==> config.mk <==
export PLATFORM = sky130hd
export DESIGN_NAME = dwsplit
export DESIGN_NICKNAME = d
export VERILOG_FILES = /design/src/rtl/dwsplit_pkg.sv /design/src/rtl/dwsplit_addr_map.sv /design/src/rtl/dwsplit_gather.sv /design/src/rtl/dwsplit.sv
export SDC_FILE = /design/constraint.sdc
export NUM_CORES = 2
export LEC_CHECK = 0
export CELL_PAD_IN_SITES_DETAIL_PLACEMENT = 1
export CELL_PAD_IN_SITES_GLOBAL_PLACEMENT = 2
export CORE_ASPECT_RATIO = 2
export CORE_MARGIN = 5
export CORE_UTILIZATION = 29
export DETAILED_ROUTE_END_ITERATION = 6
export PLACE_DENSITY = 0.89
export SETUP_SLACK_MARGIN = 0.3
export SLEW_MARGIN = 20
export SYNTH_ARGS = -nofsm -noshare
export SYNTH_HDL_FRONTEND = slang
export SYNTH_SLANG_ARGS = --single-unit
==> constraint.sdc <==
create_clock -name clk -period 6 [get_ports clk]
set_input_delay 0.6 -clock clk [delete_from_list [all_inputs] [get_ports clk]]
set_output_delay 0.6 -clock clk [all_outputs]
set_load 0.05 [all_outputs]
==> src/rtl/dwsplit_pkg.sv <==
package dwsplit_pkg;
  localparam int ADDR_W  = 64;
  localparam int DW_W    = 32;
  localparam int LINE_DW = 16;
  localparam int LINE_W  = DW_W * LINE_DW;
  localparam int SLOT_W  = $clog2(LINE_DW);
  localparam int BANK_W  = 3;
  localparam int MASK_W  = 8;

  typedef enum logic [1:0] {ST_IDLE, ST_GATHER, ST_SEND} split_st_t;

  function automatic logic [3:0] rev4(input logic [3:0] e);
    return {e[0], e[1], e[2], e[3]};
  endfunction

  // line write is chosen only at a line start with enough payload left
  function automatic logic line_ok(input logic [SLOT_W-1:0] pos,
                                   input logic [31:0] left,
                                   input logic [3:0] lbe);
    return (pos == '0) &&
           ((left > 32'(LINE_DW)) || ((left == 32'(LINE_DW)) && (&lbe)));
  endfunction
endpackage

==> src/rtl/dwsplit_addr_map.sv <==
module dwsplit_addr_map
  import dwsplit_pkg::*;
(
  input  logic [ADDR_W-1:0] addr_in,
  input  logic              hash_en,
  input  logic              pbank_en,
  input  logic [3:0]        pbank_vec,
  output logic [ADDR_W-1:0] addr_out,
  output logic [BANK_W-1:0] bank,
  output logic              bank_err
);
  logic [ADDR_W-1:0] h;
  logic [BANK_W-1:0] b;

  always_comb begin
    h = addr_in;
    if (hash_en && !addr_in[39]) begin
      h[17:13] = addr_in[32:28] ^ addr_in[17:13];
      h[12:11] = addr_in[19:18] ^ addr_in[12:11];
    end
  end

  always_comb begin
    b        = h[8:6];
    bank_err = 1'b0;
    if (pbank_en) begin
      unique case (pbank_vec)
        4'b0001: b[2:1] = 2'b00;
        4'b0010: b[2:1] = 2'b01;
        4'b0100: b[2:1] = 2'b10;
        4'b1000: b[2:1] = 2'b11;
        4'b0011: b[2]   = 1'b0;
        4'b1111: ;
        default: bank_err = 1'b1;
      endcase
    end
  end

  assign addr_out = h;
  assign bank     = b;
endmodule

==> src/rtl/dwsplit_gather.sv <==
module dwsplit_gather #(
  parameter int LANES = 16,
  parameter int DW    = 32
) (
  input  logic                  clk,
  input  logic                  rst_n,
  input  logic                  clr,
  input  logic                  we,
  input  logic [$clog2(LANES)-1:0] idx,
  input  logic [DW-1:0]         din,
  output logic [LANES*DW-1:0]   line
);
  for (genvar k = 0; k < LANES; k++) begin : g_lane
    logic [DW-1:0] lane_q;
    always_ff @(posedge clk) begin
      if (!rst_n || clr)                 lane_q <= '0;
      else if (we && (idx == k[$clog2(LANES)-1:0])) lane_q <= din;
    end
    assign line[k*DW +: DW] = lane_q;
  end
endmodule

==> src/rtl/dwsplit.sv <==
module dwsplit
  import dwsplit_pkg::*;
#(
  parameter int LEN_W = 11,
  parameter int TAG_W = 8
) (
  input  logic              clk,
  input  logic              rst_n,
  input  logic              hash_en,
  input  logic              pbank_en,
  input  logic [3:0]        pbank_vec,
  input  logic              req_valid,
  output logic              req_ready,
  input  logic [ADDR_W-1:0] req_addr,
  input  logic [LEN_W-1:0]  req_len,
  input  logic [3:0]        req_first_be,
  input  logic [3:0]        req_last_be,
  input  logic [TAG_W-1:0]  req_tag,
  input  logic              pay_valid,
  output logic              pay_ready,
  input  logic [DW_W-1:0]   pay_data,
  output logic              wr_valid,
  input  logic              wr_ready,
  output logic [ADDR_W-1:0] wr_addr,
  output logic [BANK_W-1:0] wr_bank,
  output logic              wr_bank_err,
  output logic              wr_full,
  output logic [MASK_W-1:0] wr_mask,
  output logic [LINE_W-1:0] wr_data,
  output logic [TAG_W-1:0]  wr_tag,
  output logic              wr_last,
  output logic              done
);
  split_st_t         st;
  logic [ADDR_W-1:0] cur_addr, txn_addr;
  logic [LEN_W-1:0]  rem;
  logic [3:0]        fbe_q, lbe_q;
  logic [TAG_W-1:0]  tag_q;
  logic [MASK_W-1:0] mask_q;
  logic              first_q, full_q, skip_q, last_q, done_q;

  logic              pay_fire, wr_fire, req_fire, is_final, line_end, emit, buf_clr;
  logic [3:0]        nib;
  logic [SLOT_W-1:0] gidx;
  logic [ADDR_W-1:0] base_addr;

  assign req_ready = (st == ST_IDLE);
  assign pay_ready = (st == ST_GATHER);
  assign wr_valid  = (st == ST_SEND);
  assign req_fire  = req_valid && req_ready;
  assign pay_fire  = pay_valid && pay_ready;
  assign wr_fire   = wr_valid && wr_ready;

  assign is_final  = (rem == LEN_W'(1));
  assign line_end  = &cur_addr[5:2];
  assign nib       = rev4(first_q ? fbe_q : (is_final ? lbe_q : 4'hF));
  assign emit      = full_q ? line_end : (cur_addr[2] || is_final);
  assign gidx      = full_q ? ~cur_addr[5:2] : {{(SLOT_W-1){1'b0}}, ~cur_addr[2]};
  assign buf_clr   = req_fire || wr_fire;

  dwsplit_gather #(.LANES(LINE_DW), .DW(DW_W)) u_gather (
    .clk  (clk),
    .rst_n(rst_n),
    .clr  (buf_clr),
    .we   (pay_fire),
    .idx  (gidx),
    .din  (pay_data),
    .line (wr_data)
  );

  assign base_addr = full_q ? {txn_addr[ADDR_W-1:6], 6'b0} : {txn_addr[ADDR_W-1:3], 3'b0};

  dwsplit_addr_map u_map (
    .addr_in  (base_addr),
    .hash_en  (hash_en),
    .pbank_en (pbank_en),
    .pbank_vec(pbank_vec),
    .addr_out (wr_addr),
    .bank     (wr_bank),
    .bank_err (wr_bank_err)
  );

  assign wr_full = full_q;
  assign wr_mask = full_q ? '0 : mask_q;
  assign wr_tag  = tag_q;
  assign wr_last = last_q;
  assign done    = done_q;

  always_ff @(posedge clk) begin
    if (!rst_n) begin
      st       <= ST_IDLE;
      cur_addr <= '0;
      txn_addr <= '0;
      rem      <= '0;
      fbe_q    <= '0;
      lbe_q    <= '0;
      tag_q    <= '0;
      mask_q   <= '0;
      first_q  <= 1'b0;
      full_q   <= 1'b0;
      skip_q   <= 1'b0;
      last_q   <= 1'b0;
      done_q   <= 1'b0;
    end else begin
      done_q <= 1'b0;
      unique case (st)
        ST_IDLE: if (req_fire) begin
          cur_addr <= {req_addr[ADDR_W-1:2], 2'b00};
          txn_addr <= {req_addr[ADDR_W-1:2], 2'b00};
          rem      <= req_len;
          fbe_q    <= req_first_be;
          lbe_q    <= req_last_be;
          tag_q    <= req_tag;
          mask_q   <= '0;
          first_q  <= 1'b1;
          skip_q   <= (req_len == LEN_W'(1)) && (req_first_be == 4'b0);
          full_q   <= line_ok(req_addr[5:2], 32'(req_len), req_last_be);
          if (req_len == '0) done_q <= 1'b1;
          else               st     <= ST_GATHER;
        end
        ST_GATHER: if (pay_fire) begin
          cur_addr <= cur_addr + ADDR_W'(4);
          rem      <= rem - LEN_W'(1);
          first_q  <= 1'b0;
          if (!full_q) begin
            if (cur_addr[2]) mask_q[3:0] <= nib;
            else             mask_q[7:4] <= nib;
          end
          if (emit) begin
            last_q <= full_q || is_final || line_end;
            if (skip_q) begin
              st     <= ST_IDLE;
              done_q <= 1'b1;
            end else begin
              st <= ST_SEND;
            end
          end
        end
        ST_SEND: if (wr_fire) begin
          if (rem == '0) begin
            st     <= ST_IDLE;
            done_q <= 1'b1;
          end else begin
            st       <= ST_GATHER;
            txn_addr <= cur_addr;
            mask_q   <= '0;
            full_q   <= line_ok(cur_addr[5:2], 32'(rem), lbe_q);
          end
        end
        default: st <= ST_IDLE;
      endcase
    end
  end
endmodule

==> After elaboration in Yosys (flattened, before gate mapping) <==
Cells that the tools add are included.
{ "op_classes": {"n_addsub": 2, "n_lt_le_gt_ge": 2, "n_eq_ne": 36, "muxes": 52, "n_bitwise": 4, "n_reduce_logical": 59} }
{ "op_table": {"columns": ["cell", "n"], "rows": [
  ["64-bit two-way mux", 4],
  ["64-bit one-hot mux with 2 select lines", 2],
  ["64-bit by 3-bit adder with 64-bit output, second input constant", 1],
  ["8-bit two-way mux", 6],
  ["4-bit equality test, second input constant", 10],
  ["1-bit logical AND", 25],
  ["8-bit one-hot mux with 3 select lines", 1],
  ["11-bit by 1-bit equality test with 1-bit output, second input constant", 2],
  ["11-bit by 5-bit equality test with 1-bit output, second input constant", 2],
  ["11-bit by 5-bit greater-than comparator with 1-bit output, second input constant", 2],
  ["11-bit zero test", 2],
  ["11-bit two-way mux", 2],
  ["11-bit one-hot mux with 2 select lines", 1],
  ["4-bit by 3-bit equality test with 1-bit output, second input constant", 5],
  ["4-bit two-way mux", 5],
  ["4-bit by 2-bit equality test with 1-bit output, second input constant", 4],
  ["4-bit zero test", 4],
  ["1-bit two-way mux", 16],
  ["4-bit AND reduction", 4],
  ["2-bit two-way mux", 7],
  ["7-bit AND reduction", 2],
  ["11-bit by 1-bit subtractor with 11-bit output, second input constant", 1],
  ["2-bit by 1-bit inequality test with 1-bit output, second input constant", 5],
  ["4-bit by 1-bit equality test with 1-bit output, second input constant", 2],
  ["23 further kinds", 40]
]} }
{ "totals": {"regBits": 682, "in_bits": 134, "out_inout_bits": 602, "wordCells": 185} }

==> Longest topological paths before layout <==
{ "depth": {"ltp_word": 7, "mapped_depth": 8, "depth_no_buf": 7} }

==> Cells and area by module <==
Synthesis repeated with hierarchy kept, for this count alone.
{ "unflattened": {"cells_unflattened": 3047, "hier_area_um2": 28038.1} }
{ "modules_own_cells": {"columns": ["module", "n_inst", "cells_per_inst", "area_each_um2", "seq_area_each_um2"], "rows": [
  ["dwsplit_gather", 1, 1739, 18348.8, 10249.8],
  ["dwsplit", 1, 1217, 9051.2, 3303.2],
  ["dwsplit_addr_map", 1, 91, 638.1, 0.0]
]} }

==> Worst setup path after synthesis <==
No wires, ideal clock.
{ "synth_path": {"kind": "input to output", "start": "input port hash_en", "end": "output port wr_addr[11]", "arrival_ns": 1.843, "t_required_ns": 5.400, "path_slack_ns": 3.557, "cell_stages": 3, "n_path_buf": 0, "path_cell_list": "nor2b_1 -> nand2_1 -> xnor2_1"} }
{ "synth_between": {"elab_chain_len": 2} }
{ "synth_lines": {"columns": ["item", "line_no", "text"], "rows": [
  ["start: declaration", "dwsplit.sv:9", "input logic hash_en,"],
  ["1-bit logical AND", "dwsplit_addr_map.sv:17", "if (hash_en && !addr_in[39]) begin"],
  ["7-bit two-way mux", "dwsplit_addr_map.sv:17", null],
  ["end: declaration", "dwsplit.sv:24", "output logic [ADDR_W-1:0] wr_addr,"]
]} }
No other way between the ends.

==> Final worst setup path <==
{ "layout_path": {"start": "register st[1]", "end": "output port wr_valid"} }
{ "layout_between": {"elab_chain_len": 1} }
{ "layout_lines": {"columns": ["item", "line_no", "text"], "rows": [
  ["start: declaration", "dwsplit.sv:34", "split_st_t st;"],
  ["start signal: assignment", "dwsplit.sv:91", "st <= ST_IDLE;"],
  ["start signal: assignment", "dwsplit.sv:119", "else st <= ST_GATHER;"],
  ["start signal: assignment", "dwsplit.sv:132", "st <= ST_IDLE;"],
  ["2-bit equality test", "dwsplit.sv:49", "assign wr_valid = (st == ST_SEND);"],
  ["end: declaration", "dwsplit.sv:22", "output logic wr_valid,"]
]} }
No other way between the ends.

==> flow_summary.json <==
{
  "numCtsBuffers": 68,
  "insertion_delay_ns": 0.67,
  "ys_types": 68,
  "yosysTopAreaCell": "dfxtp_1",
  "initial_core_util": 0.292,
  "cts-root-buf": "clkbuf_16",
  "critPathKind": "flip-flop to output pin",
  "wl_per_cell_um": 26.4,
  "h-tree-depth": 3,
  "power.density_mw_per_mm2": 283,
  "synth-simple-area-share": 0.254,
  "port_buffers": 730,
  "yosys_register_bits": 677,
  "cts_hold_buf": 0,
  "p_leak_nw": 12.1,
  "routabilityCongestion": 0.894,
  "clk_pin_slew_ns": 0.07,
  "cts_tree": "built",
  "ff2ff_path_depth": 5,
  "cts_setup_buffers": 0,
  "synth_compound_area_frac": 0.177,
  "crit_path_end_kind": "output pin",
  "regToRegEndpoint": "cur_addr[54]",
  "synth_top_area_share": 0.494,
  "grt_pass1_vias": 29500,
  "tns_ns": 0,
  "finalPower_mw": 10.6,
  "hold_viol": 0,
  "muxShareOfSynthArea": 0.00697,
  "synth_xor_area_frac": 0.00223,
  "hold_path_end": "u_gather.g_lane[2].lane_q[7]",
  "antenna_found_initial": 14,
  "hold_depth": 2,
  "dr.first_iter.drc_count": 1694,
  "ctsResizeCount": 0,
  "r2r_slack_ns": 2.60,
  "final_util": 0.400,
  "worstMarginPinSlew_ns": 1.16,
  "required_ns": 5.40,
  "grt_max_degree": 135,
  "syn_area_mm2": 0.0275,
  "rsz0062_at_grt": "false",
  "ant_nets": 0,
  "fmaxAchievable_mhz": 238,
  "synthAdderAreaFrac": 0.00228,
  "ys_seq_area_frac": 0.494,
  "status": "complete, no violations",
  "placementRows": 159,
  "synthFlopType": "dfxtp_1",
  "drc": 0,
  "preCtsSetupSlack_ns": 1.95,
  "synthArstFlopShare": 0,
  "synth_area_per_cell_um2": 7.56,
  "maxSlewHeadroom": 0.223,
  "max-cap-violations": 0,
  "period_needed_ns": 4.20,
  "arrival_ns": 3.60,
  "die_h_um": 445,
  "maxSlewViolCount": 0,
  "track_usage": 0.269,
  "timing.final.ws_setup_ns": 1.80,
  "yosys_warnings": 0,
  "grt_pass1_wl_mm": 203,
  "min_from": "u_gather.g_lane[2].lane_q[7]",
  "rr_startpoint": "cur_addr[35]",
  "ir_worst_vdd_uv": 220,
  "die_w_um": 228,
  "hold_path.class": "flip-flop to flip-flop",
  "setup_viol": 0,
  "finalNetCount": 4240,
  "vias": 28500,
  "grt_overflow": 0,
  "ios": 736,
  "drt-pass1-iter-count": 5,
  "clockBufferDepth": 3,
  "area_delta_synth_final_pct": 36.9,
  "start_kind": "flip-flop",
  "final.period_utilization": 0.699,
  "crit_fanout": 30,
  "synth_top_family_by_area": "simple AND/OR/NAND/NOR gates",
  "dp_hpwl_mm": 101,
  "core_area_mm2": 0.0939,
  "synthCells": 3633,
  "fin_skew_ns": 0.0379,
  "synth_edf_count": 0,
  "synth.top_cells.by_area": "dfxtp_1, nand2_1, a21oi_1",
  "cts.sinks": 677,
  "fp.dieArea_mm2": 0.101,
  "vias_per_cell": 5.31,
  "drive_gt1_frac": 0.0534,
  "routed_wl_mm": 142
}
## per-stage QoR
step | hold WS, ns | cell area [µm²] | std cells
floorplan | 0.430 | 27500 | 3635
global placement | 0.437 | 35200 | 5236
detailed placement | 0.444 | 35200 | 5237
CTS | 0.431 | 37500 | 5360
finish | 0.450 | 37600 | 5370
global route | 0.466 | 37600 | 5366
## where the power goes
part | internal (mW) | switching, mW
combinational | 0.402 | 0.925
sequential | 4.61 | 0.141
clock | 2.52 | 2.03
## critical path, stage by stage (launching register included)
cell and delay (ns):
dfxtp_1 0.75, nand2b_2 0.48, inv_2 0.71, clkdlybuf4s50_1 0.95
## flip-flops by register name (all words and copies together) (netlist names)
signal                  count
cur_addr                   62
done                        1
fbe_q                       4
first_q                     1
lbe_q                       4
mask_q                      8
rem                        11
skip_q                      1
st                          2
txn_addr                   61
u_gather.g_lane.lane_q    512
wr_full                     1
wr_last                     1
wr_tag                      8
## logic make-up (layout without fill, tap and decap cells)
logic type	Yosys count	in the layout
AO/OA/AOI/OAI	837	837
XOR/XNOR	7	7
adder cells (fa/ha/maj)	5	5
buffers and inverters	402	921
flip-flops	677	677
multiplexers	19	19
other	1	12
AND/OR/NAND/NOR	1685	1685
## worst max path at each step
stage,cells after the start,startpoint,slack (ns),to
6_report,3,st[1],1.80,wr_valid
5_1_grt,3,st[1],1.71,wr_valid
4_1_cts,3,st[1],1.77,wr_valid
3_5_place_dp,6,pay_valid,1.95,u_gather.g_lane[2].lane_q[20]
3_3_place_gp,6,pay_valid,1.98,u_gather.g_lane[2].lane_q[20]
2_1_floorplan,3,hash_en,3.56,wr_addr[11]
## placed cells by master, fill, tap and decap left out, types with 14 or more instances in the layout
| master | count |
|---|---|
| nand2_1 | 1294 |
| clkdlybuf4s50_1 | 728 |
| dfxtp_1 | 677 |
| a21oi_1 | 583 |
| nor2_1 | 130 |
| clkbuf_16 | 70 |
| a311oi_1 | 65 |
| nand3_1 | 52 |
| buf_4 | 48 |
| o21ai_0 | 38 |
| nand4_1 | 29 |
| a31oi_1 | 25 |
| and3_1 | 23 |
| nor3_1 | 21 |
| or4_1 | 19 |
| nor2b_1 | 18 |
| mux2i_1 | 18 |
| nor4_1 | 18 |
| clkbuf_8 | 17 |
| nor2_4 | 15 |
| o22ai_1 | 14 |
## layout make-up
| type | count | area (µm²) |
|---|---|---|
| Antenna cell | 9 | 22.5 |
| Clock buffer | 100 | 2030 |
| Clock inverter | 23 | 293 |
| Fill cell | 11300 | 56300 |
| Inverter | 16 | 62.6 |
| Multi-Input combinational cell | 2556 | 12400 |
| Sequential cell | 677 | 13600 |
| Tap cell | 1207 | 1510 |
| Timing Repair Buffer | 782 | 7750 |
## cells in the mapped netlist (5+ instances only)
cell type,number
a211oi_1,7
a21o_1,10
a21oi_1,584
a22oi_1,13
a311oi_1,65
a31oi_1,26
and2_1,8
and3_1,23
and4_1,6
buf_1,6
buf_2,19
buf_4,58
clkbuf_1,300
dfxtp_1,677
ha_1,5
inv_1,15
mux2i_1,18
nand2_1,1301
nand2b_1,5
nand3_1,56
nand4_1,29
nor2_1,146
nor2b_1,18
nor3_1,21
nor4_1,19
o211ai_1,12
o21a_1,9
o21ai_0,38
o221a_2,9
o22ai_1,14
o31a_1,5
o31ai_1,8
or3_1,13
or4_1,19
xnor2_1,7
## layer usage
layer | track usage | wire, µm | vias to the layer above
met2 | 0.470 | 70800 | 1039
met1 | 0.283 | 50200 | 14200
li1 | - | - | 13000
met5 | 0 | 21 | -
met4 | 0.125 | 6880 | 4
met3 | 0.101 | 13900 | 267
Note: power is estimated with default switching activity, not from simulation.
